===== src/rtl/ft_pkg.sv =====
package ft_pkg;
  typedef enum logic [1:0] {
    HS_PRISTINE = 2'd0,
    HS_SUSPECT  = 2'd1,
    HS_REPAIR   = 2'd2,
    HS_REFURB   = 2'd3
  } health_t;

  // One step of the 16-bit rotation generator (x^16+x^14+x^13+x^11).
  function automatic logic [15:0] lfsr_step(input logic [15:0] s);
    return {s[14:0], s[15] ^ s[13] ^ s[12] ^ s[10]};
  endfunction
endpackage


===== src/rtl/ft_lfsr.sv =====
module ft_lfsr #(
  parameter logic [15:0] SEED = 16'hACE1
) (
  input  logic        clk,
  input  logic        rst_n,
  input  logic        adv,
  output logic [15:0] sample
);
  import ft_pkg::*;
  logic [15:0] state_q;

  always_ff @(posedge clk) begin
    if (!rst_n)   state_q <= SEED;
    else if (adv) state_q <= lfsr_step(state_q);
  end

  assign sample = state_q;
endmodule


===== src/rtl/ft_side_update.sv =====
module ft_side_update #(
  parameter int DV_W     = 3,
  parameter int EVAL_WIN = 10,
  parameter int CNT_W    = 4
) (
  input  ft_pkg::health_t  st_i,
  input  logic [DV_W-1:0]  dv_i,
  input  logic [CNT_W-1:0] cnt_i,
  input  logic             mism_i,
  input  logic [DV_W-1:0]  thr_rep_i,
  input  logic [DV_W-1:0]  thr_out_i,
  output ft_pkg::health_t  st_o,
  output logic [DV_W-1:0]  dv_o,
  output logic [CNT_W-1:0] cnt_o,
  output logic             done_o,
  output logic             repair_o
);
  import ft_pkg::*;

  function automatic logic [DV_W-1:0] sat_inc(input logic [DV_W-1:0] v);
    return (v == '1) ? v : v + DV_W'(1);
  endfunction

  health_t          st_mid;
  logic [DV_W-1:0]  dv_acc;
  logic [CNT_W-1:0] cnt_inc;

  always_comb begin
    st_mid  = (mism_i && st_i == HS_PRISTINE) ? HS_SUSPECT : st_i;
    dv_acc  = mism_i ? sat_inc(dv_i) : dv_i;
    cnt_inc = cnt_i + CNT_W'(1);
    done_o  = (cnt_inc == CNT_W'(EVAL_WIN));
    st_o    = st_mid;
    dv_o    = dv_acc;
    cnt_o   = cnt_inc;
    if (done_o) begin
      dv_o  = '0;
      cnt_o = '0;
      if (st_mid != HS_REPAIR && dv_acc > thr_rep_i)      st_o = HS_REPAIR;
      else if (st_mid == HS_REPAIR && dv_acc < thr_out_i) st_o = HS_REFURB;
    end
    repair_o = done_o && (st_o == HS_REPAIR);
  end
endmodule


===== src/rtl/fitness_tracker.sv =====
module fitness_tracker #(
  parameter int          POP      = 16,
  parameter int          DV_W     = 3,
  parameter int          EVAL_WIN = 10,
  parameter logic [15:0] SEED     = 16'hACE1,
  localparam int         IDX_W    = $clog2(POP),
  localparam int         CNT_W    = $clog2(EVAL_WIN + 1)
) (
  input  logic             clk,
  input  logic             rst_n,
  input  logic             cmp_valid,
  input  logic             cmp_mismatch,
  input  logic [IDX_W-1:0] left_idx,
  input  logic [IDX_W-1:0] right_idx,
  input  logic [DV_W-1:0]  thr_repair,
  input  logic [DV_W-1:0]  thr_outlier,
  input  logic [15:0]      reintro_prob,
  input  logic [IDX_W-1:0] query_idx,
  output logic [1:0]       query_state,
  output logic [DV_W-1:0]  query_dv,
  output logic             swap_left,
  output logic             swap_right,
  output logic             repair_valid,
  output logic [IDX_W-1:0] repair_idx
);
  import ft_pkg::*;

  health_t          st_q  [POP];
  logic [DV_W-1:0]  dv_q  [POP];
  logic [CNT_W-1:0] cnt_q [POP];

  logic [IDX_W-1:0] idx_s  [2];
  health_t          st_n   [2];
  logic [DV_W-1:0]  dv_n   [2];
  logic [CNT_W-1:0] cnt_n  [2];
  logic             done_s [2];
  logic             rep_s  [2];

  logic        evt_accept, evt_rnd, evt_done_l, evt_done_r;
  logic [15:0] lfsr_val;

  assign idx_s[0]   = left_idx;
  assign idx_s[1]   = right_idx;
  assign evt_accept = cmp_valid && (left_idx != right_idx)
                      && ({1'b0, left_idx}  < (IDX_W+1)'(POP))
                      && ({1'b0, right_idx} < (IDX_W+1)'(POP));
  assign evt_rnd    = lfsr_val < reintro_prob;
  assign evt_done_l = evt_accept && done_s[0];
  assign evt_done_r = evt_accept && done_s[1];

  ft_lfsr #(.SEED(SEED)) u_lfsr (
    .clk(clk), .rst_n(rst_n), .adv(evt_accept), .sample(lfsr_val)
  );

  for (genvar s = 0; s < 2; s++) begin : g_side
    ft_side_update #(.DV_W(DV_W), .EVAL_WIN(EVAL_WIN), .CNT_W(CNT_W)) u_upd (
      .st_i(st_q[idx_s[s]]), .dv_i(dv_q[idx_s[s]]), .cnt_i(cnt_q[idx_s[s]]),
      .mism_i(cmp_mismatch), .thr_rep_i(thr_repair), .thr_out_i(thr_outlier),
      .st_o(st_n[s]), .dv_o(dv_n[s]), .cnt_o(cnt_n[s]),
      .done_o(done_s[s]), .repair_o(rep_s[s])
    );
  end

  always_ff @(posedge clk) begin
    if (!rst_n) begin
      for (int k = 0; k < POP; k++) begin
        st_q[k]  <= HS_PRISTINE;
        dv_q[k]  <= '0;
        cnt_q[k] <= '0;
      end
    end else if (evt_accept) begin
      for (int k = 0; k < POP; k++) begin
        if (idx_s[0] == IDX_W'(k)) begin
          st_q[k] <= st_n[0]; dv_q[k] <= dv_n[0]; cnt_q[k] <= cnt_n[0];
        end else if (idx_s[1] == IDX_W'(k)) begin
          st_q[k] <= st_n[1]; dv_q[k] <= dv_n[1]; cnt_q[k] <= cnt_n[1];
        end
      end
    end
  end

  always_ff @(posedge clk) begin
    if (!rst_n) begin
      swap_left    <= 1'b0;
      swap_right   <= 1'b0;
      repair_valid <= 1'b0;
      repair_idx   <= '0;
    end else begin
      swap_left    <= evt_accept && (cmp_mismatch || done_s[0] || evt_rnd);
      swap_right   <= evt_accept && (cmp_mismatch || done_s[1] || evt_rnd);
      repair_valid <= evt_accept && (rep_s[0] || rep_s[1]);
      repair_idx   <= !evt_accept ? '0 : (rep_s[0] ? left_idx : (rep_s[1] ? right_idx : '0));
    end
  end

  assign query_state = st_q[query_idx];
  assign query_dv    = dv_q[query_idx];
endmodule


===== config.mk =====
export PLATFORM = sky130hd
export DESIGN_NAME = fitness_tracker
export DESIGN_NICKNAME = d
export VERILOG_FILES = /design/src/rtl/ft_pkg.sv /design/src/rtl/ft_lfsr.sv /design/src/rtl/ft_side_update.sv /design/src/rtl/fitness_tracker.sv
export SDC_FILE = /design/constraint.sdc
export NUM_CORES = 1
export LEC_CHECK = 0
export ABC_AREA = 1
export CELL_PAD_IN_SITES_DETAIL_PLACEMENT = 0
export CELL_PAD_IN_SITES_GLOBAL_PLACEMENT = 1
export CORE_UTILIZATION = 35
export DETAILED_ROUTE_END_ITERATION = 8
export DONT_BUFFER_PORTS = 1
export PLACE_DENSITY_LB_ADDON = 0.1
export SLEW_MARGIN = 20
export SYNTH_ARGS = -nofsm -noshare
export SYNTH_HDL_FRONTEND = slang
export SYNTH_HIERARCHICAL = 1
export SYNTH_SLANG_ARGS = --single-unit

===== constraint.sdc =====
create_clock -name clk -period 4 [get_ports clk]
set_input_delay 0.2 -clock clk [delete_from_list [all_inputs] [get_ports clk]]
set_output_delay 0.2 -clock clk [all_outputs]
set_load 0.005 [all_outputs]

; ---- Yosys cells after proc, flatten, opt, wreduce, memory -nomap -nowiden
; Memory sizes are Yosys's and may differ from the RTL's.
; Cells that the tools add are included.
[classes]
add_sub_neg = 4
n_mul = 0
n_div = 0
magnitude_cmp = 5
n_eq_ne = 41
n_shift = 0
mux = 259
bitwise_logic = 99
reduce_logical = 22
[op_table]
columns = op, n
row1 = $mux W1, 145
row2 = $mux W4, 36
row3 = $mux W3, 38
row4 = $or A1 B1 Y1, 96
row5 = $mux W2, 40
row6 = $eq A4 B4 Y1 const B, 18
row7 = $eq A4 B3 Y1 const B, 8
row8 = $eq A4 B2 Y1 const B, 4
row9 = $lt A16 B16 Y1, 1
row10 = $logic_and A1 B1 Y1, 12
row11 = $add A4 B1 Y4 const B, 2
row12 = $eq A2 B2 Y1 const B, 4
row13 = $eq A4 B1 Y1 const B, 2
row14 = $logic_not A4 Y1, 2
row15 = $add A3 B1 Y3 const B, 2
row16 = $eq A3 B3 Y1 const B, 2
row17 = $gt A3 B3 Y1, 2
row18 = $lt A3 B3 Y1, 2
row19 = $logic_or A1 B1 Y1, 5
row20 = $logic_not A2 Y1, 2
row21 = $ne A2 B2 Y1 const B, 2
row22 = $ne A4 B4 Y1, 1
row23 = $xor A1 B1 Y1, 3
row24 = $reduce_and A2 Y1, 1
[word_totals]
register_bits = 23
latch_bits = 0
ram_bits = 144
rom_bits = 0
out_inout_bits = 12
memories = 3
[mem_list]
columns = name, depth, width, read_ports, rd_ports_with_merged_regs, wr, line
row1 = cnt_q, 16, 4, 2, 0, 16, fitness_tracker.sv:30  ; logic [CNT_W-1:0] cnt_q [POP];
row2 = dv_q, 16, 3, 3, 0, 16, fitness_tracker.sv:29  ; logic [DV_W-1:0] dv_q [POP];
row3 = st_q, 16, 2, 3, 0, 16, fitness_tracker.sv:28  ; health_t st_q [POP];

; ---- Logic depth before layout (Yosys ltp)
; An unclocked memory read counts as a cell.
[depth]
ltp_word = 13
depth_mapped = 27

; ---- Modules after synthesis
; Netlist, hierarchy kept.
[by_module_without_submodules]
columns = mod, instances, cells_per_inst, area_each_um2, seq_area_each_um2
row1 = fitness_tracker, 1, 1394, 10657.7, 4464.3
row2 = ft_side_update, 2, 70, 389.1, 0.0
row3 = ft_lfsr, 1, 82, 626.9, 320.3

; ---- Worst setup path before layout
; No wires, ideal clock.
[synth_timing]
kind = input port to flip-flop
start = input right_idx[0]
end = memory st_q[1][0] in the netlist's numbering (data pin)
arrival_time_ns = 3.243
required_ns = 3.739
path_slack_ns = 0.496
stages = 25
path_buffers = 2
cell_sequence = buf_2 -> inv_2 -> nand2_2 -> clkinv_1 -> buf_2 -> nand2_1 -> o21ai_0 -> o21ai_0 -> nand4_1 -> ha_1 -> nand2_1 -> nand2_1 -> o21ai_0 -> inv_1 -> ha_1 -> nand2_1 -> or2_1 -> a21oi_2 -> nand2_2 -> nand2_2 -> nand2_2 -> clkinv_1 -> nand2_1 -> nand3_1 -> a21oi_1
[synth_rtl]
columns = element, line
row1 = from (decl), fitness_tracker.sv:14  ; input logic [IDX_W-1:0] right_idx,
row2 = to (decl), fitness_tracker.sv:28

==> flow_summary.json <==
{
  "crit_end": "repair_idx[2]$_SDFF_PN0_",
  "worstPathCellList": "a22oi_1, nand2_1, nand2_1, nand4_1, ha_1, nand2_1, nand2_1, o21ai_0, inv_1, ha_1, nand2_1, or2_1, a21oi_2, nand2_2, nand2_2, nand2_2, nor2_2, inv_1, nor2_1, a22oi_1, nor2_1",
  "critPathSlowestCell": "edfxtp_1",
  "clk_latency_ns": 0.45,
  "period_share_pct": 93.74,
  "initial_utilization_pct": 35.79,
  "ys_seq_area_share_pct": 39.66,
  "synth.distinct_cells": 45,
  "maxCapViolCount": 0,
  "cts.sinks": 167,
  "syn_inst": 1616,
  "arrival_ns": 4.10,
  "min_period_ns": 3.750,
  "critPathTopFamily": "simple AND/OR/NAND/NOR gates",
  "num_vias": 11937,
  "yosys_register_bits": 167,
  "pwr-share-seq_pct": 42.4,
  "worstRegToRegCells": 21,
  "grt_pass1_wl_um": 73330,
  "crit_buf_inv": 2,
  "rows": 67,
  "dieHeight_um": 187.7,
  "path_common_cell": "nand2_1",
  "fin_skew_ns": 0.02118,
  "grt_pass1_vias": 10787,
  "synth_area_mm2": 0.01206,
  "synth_compound_gate_area_share_pct": 20.85,
  "vias_per_cell": 5.717,
  "crit_required_ns": 4.35,
  "cp-start-kind": "register",
  "maxSlewHeadroom_pct": 22.52,
  "rr_endpoint": "repair_idx[2]$_SDFF_PN0_",
  "cts_root_buf": "clkbuf_16",
  "async_flop_share_pct": 0,
  "grt_max_degree": 65,
  "drc": 0,
  "antenna_found_initial": 0,
  "clockPowerShare_pct": 33.5,
  "setup_viol": 0,
  "synth_mux_area_share_pct": 0,
  "worstSetupStartpoint": "dv_q[8][1]$_SDFFCE_PN0P_",
  "synthSimpleGateAreaFrac_pct": 26.55,
  "combPwrFrac_pct": 24.2,
  "p_int_w": 0.003285,
  "fin_nets": 1696,
  "syn_avg_cell_area_um2": 7.465,
  "synth-xor-area-share_pct": 0.5809,
  "switchingPower_w": 0.001762,
  "rsz0062_at_grt": "false",
  "ant_nets": 0,
  "worst_setup_path_end_kind": "register",
  "synth_nets": 1685,
  "coreArea_mm2": 0.03370,
  "synthAdderAreaFrac_pct": 3.215,
  "synth_top_family_by_area": "simple AND/OR/NAND/NOR gates",
  "synth_flop_cell": "edfxtp_1",
  "dr.first_iter.drc_count": 1491,
  "synth-edff-count": 144,
  "crit_type": "reg -> reg",
  "gp_congestion": 0.9175,
  "hold_violations": 0,
  "crit_cells": 21,
  "ys_warn_count": 6,
  "pin_count": 50,
  "power_density_mw_per_mm2": 377.5,
  "crit_fanout": 8,
  "htree_levels": 4,
  "grt_usage_pct": 28.45,
  "hold_path_class": "in -> reg",
  "cts_tree": "built",
  "n_antenna_cell": 0,
  "peakVddDrop_v": 0.0002875,
  "overflow": 0,
  "first_pass_iters": 5,
  "fillers": 3532,
  "timing.final.max_slew_violations": 0,
  "reg2reg_from": "dv_q[8][1]$_SDFFCE_PN0P_",
  "whs_ns": 0.02639,
  "areaGrowthSynthToFinish_pct": 10.84,
  "io_buffers": 0,
  "cts_buffers": 17,
  "sw_frac_of_total_pct": 34.91,
  "timing.fmax_mhz": 266.7,
  "r2r_slack_ns": 0.25,
  "fin_tns_setup_ns": 0,
  "drive_above_1_share_pct": 10.12,
  "hpwl_um": 36570,
  "slowest_delay_ns": 0.53,
  "finalWirelength_um": 50530,
  "leakagePower_nw": 5.567,
  "dieWidth_um": 187.7,
  "wire_per_inst_um": 24.20,
  "die-area_mm2": 0.03521,
  "outcome": "completed",
  "cts_buffer_depth": 2,
  "tightest_slew_ns": 1.150,
  "clk_pin_slew_ns": 0.07
}
-- kinds of logic after synthesis --
group	Yosys count
AOI/OAI and AO/OA	413
xor gates and xnor gates	8
adders and majority gates	31
buffers and inverters	257
DFF	167
and+or+nand+nor	740
-- flip-flops by register name (all words and copies together), names as in the netlist --
signal	count
swap_left	1
repair_valid	1
st_q	32
repair_idx	4
dv_q	48
cnt_q	64
swap_right	1
u_lfsr/sample	16
-- worst min-delay path by stage --
stage	slack (ns)	depth (start not counted)	from	endpoint
final	0.03	3	rst_n	u_lfsr/sample[0]$_SDFFE_PN1P_
after detailed placement	0.30	1	rst_n	u_lfsr/sample[5]$_SDFFE_PN1P_
after global placement	0.33	1	rst_n	u_lfsr/sample[5]$_SDFFE_PN1P_
after global routing	0.05	3	rst_n	u_lfsr/sample[0]$_SDFFE_PN1P_
after floorplan	0.34	2	rst_n	u_lfsr/sample[12]$_SDFFE_PN0P_
after CTS	0.01	3	rst_n	u_lfsr/sample[0]$_SDFFE_PN1P_
-- timing repair --
item | CTS | global route
hold buffers | 10 | 0
buffers inserted | 0 | 0
endpoints found under the hold margin | 18 | 0
gates resized for setup | 0 | 3
setup endpoints to repair | 0 | 11
-- synthesized netlist by cell type, drive strengths merged (5+ instances only) --
master	n	area, µm²
o221ai	7	61.31
o21ai	187	935.9
ha	31	387.9
nor3	12	115.1
nor2	155	645.6
edfxtp	144	4324
clkinv	21	78.83
dfxtp	23	460.4
clkbuf	40	150.1
a22oi	100	750.7
o22ai	5	56.31
nand3	85	435.4
o2111ai	24	210.2
nand4	25	168.9
o211ai	14	105.1
inv	154	588.1
buf	42	285.3
a21oi	73	372.9
nand2	456	1792
-- power by group through the flow --
stage / logic (W) / clock network, W / registers (W)
after CTS: 0.00119 / 0.00170 / 0.00213
after detailed placement: 0.00118 / 0 / 0.00217
after global routing: 0.00134 / 0.00174 / 0.00215
after global placement: 0.00118 / 0 / 0.00217
final: 0.00122 / 0.00169 / 0.00214
after floorplan: 0.000784 / 0 / 0.00213
-- final cells by class --
| type | instances | area, µm² | share of cell area (%) |
|---|---|---|---|
| multi-input combinational | 1192 | 6198 | 46.36 |
| sequential | 167 | 4785 | 35.79 |
| inverter | 175 | 670.6 | 5.016 |
| timing repair buffer | 73 | 573.1 | 4.286 |
| tap | 448 | 560.5 | 4.192 |
| clock buffer | 21 | 493.0 | 3.687 |
| clock inverter | 11 | 85.08 | 0.6363 |
| timing repair inverter | 1 | 5.005 | 0.03743 |
-- tightest hold or removal path: cells and delay by family --
family,cells,cell delay (ns)
simple gates,1,0.06
buf+inv,1,0.13
compound gates,1,0.06
-- per-stage QoR --
step	power [W]	cell area (µm²)	setup WS (ns)	util, %	std cells
floorplan	0.002910	12060	0.4957	-	1616
global placement	0.003350	12680	0.2746	37.63	2045
detailed placement	0.003351	12680	0.2406	37.63	2045
CTS	0.005030	13360	0.2170	39.64	2087
global route	0.005231	13370	0.03757	39.67	2088
finish	0.005047	13370	0.2503	39.67	2088
-- cells in the final DEF, fill, tap and decap left out, drive strengths merged --
master,instances
a211oi,2
a21oi,73
a22oi,100
and2,2
buf,63
clkbuf,21
clkinv,25
clkinvlp,2
dfxtp,23
dlygate4sd3,10
edfxtp,144
ha,31
inv,160
nand2,456
nand3,85
nand3b,2
nand4,25
nor2,155
nor3,12
nor4,1
o2111ai,24
o211ai,14
o21a,1
o21ai,187
o221ai,7
o22ai,5
or2,2
xnor2,4
xor2,4
-- layer usage --
metal / track usage [%] / vias up / wire length, µm
met4: 8.193 / 0 / 1149
met1: 40.87 / 5699 / 22810
met3: 3.987 / 56 / 4172
met2: 44.19 / 602 / 22400
met5: 0 / - / 0
li1: - / 5580 / -
No activity file was read; power rests on OpenSTA's default activity.
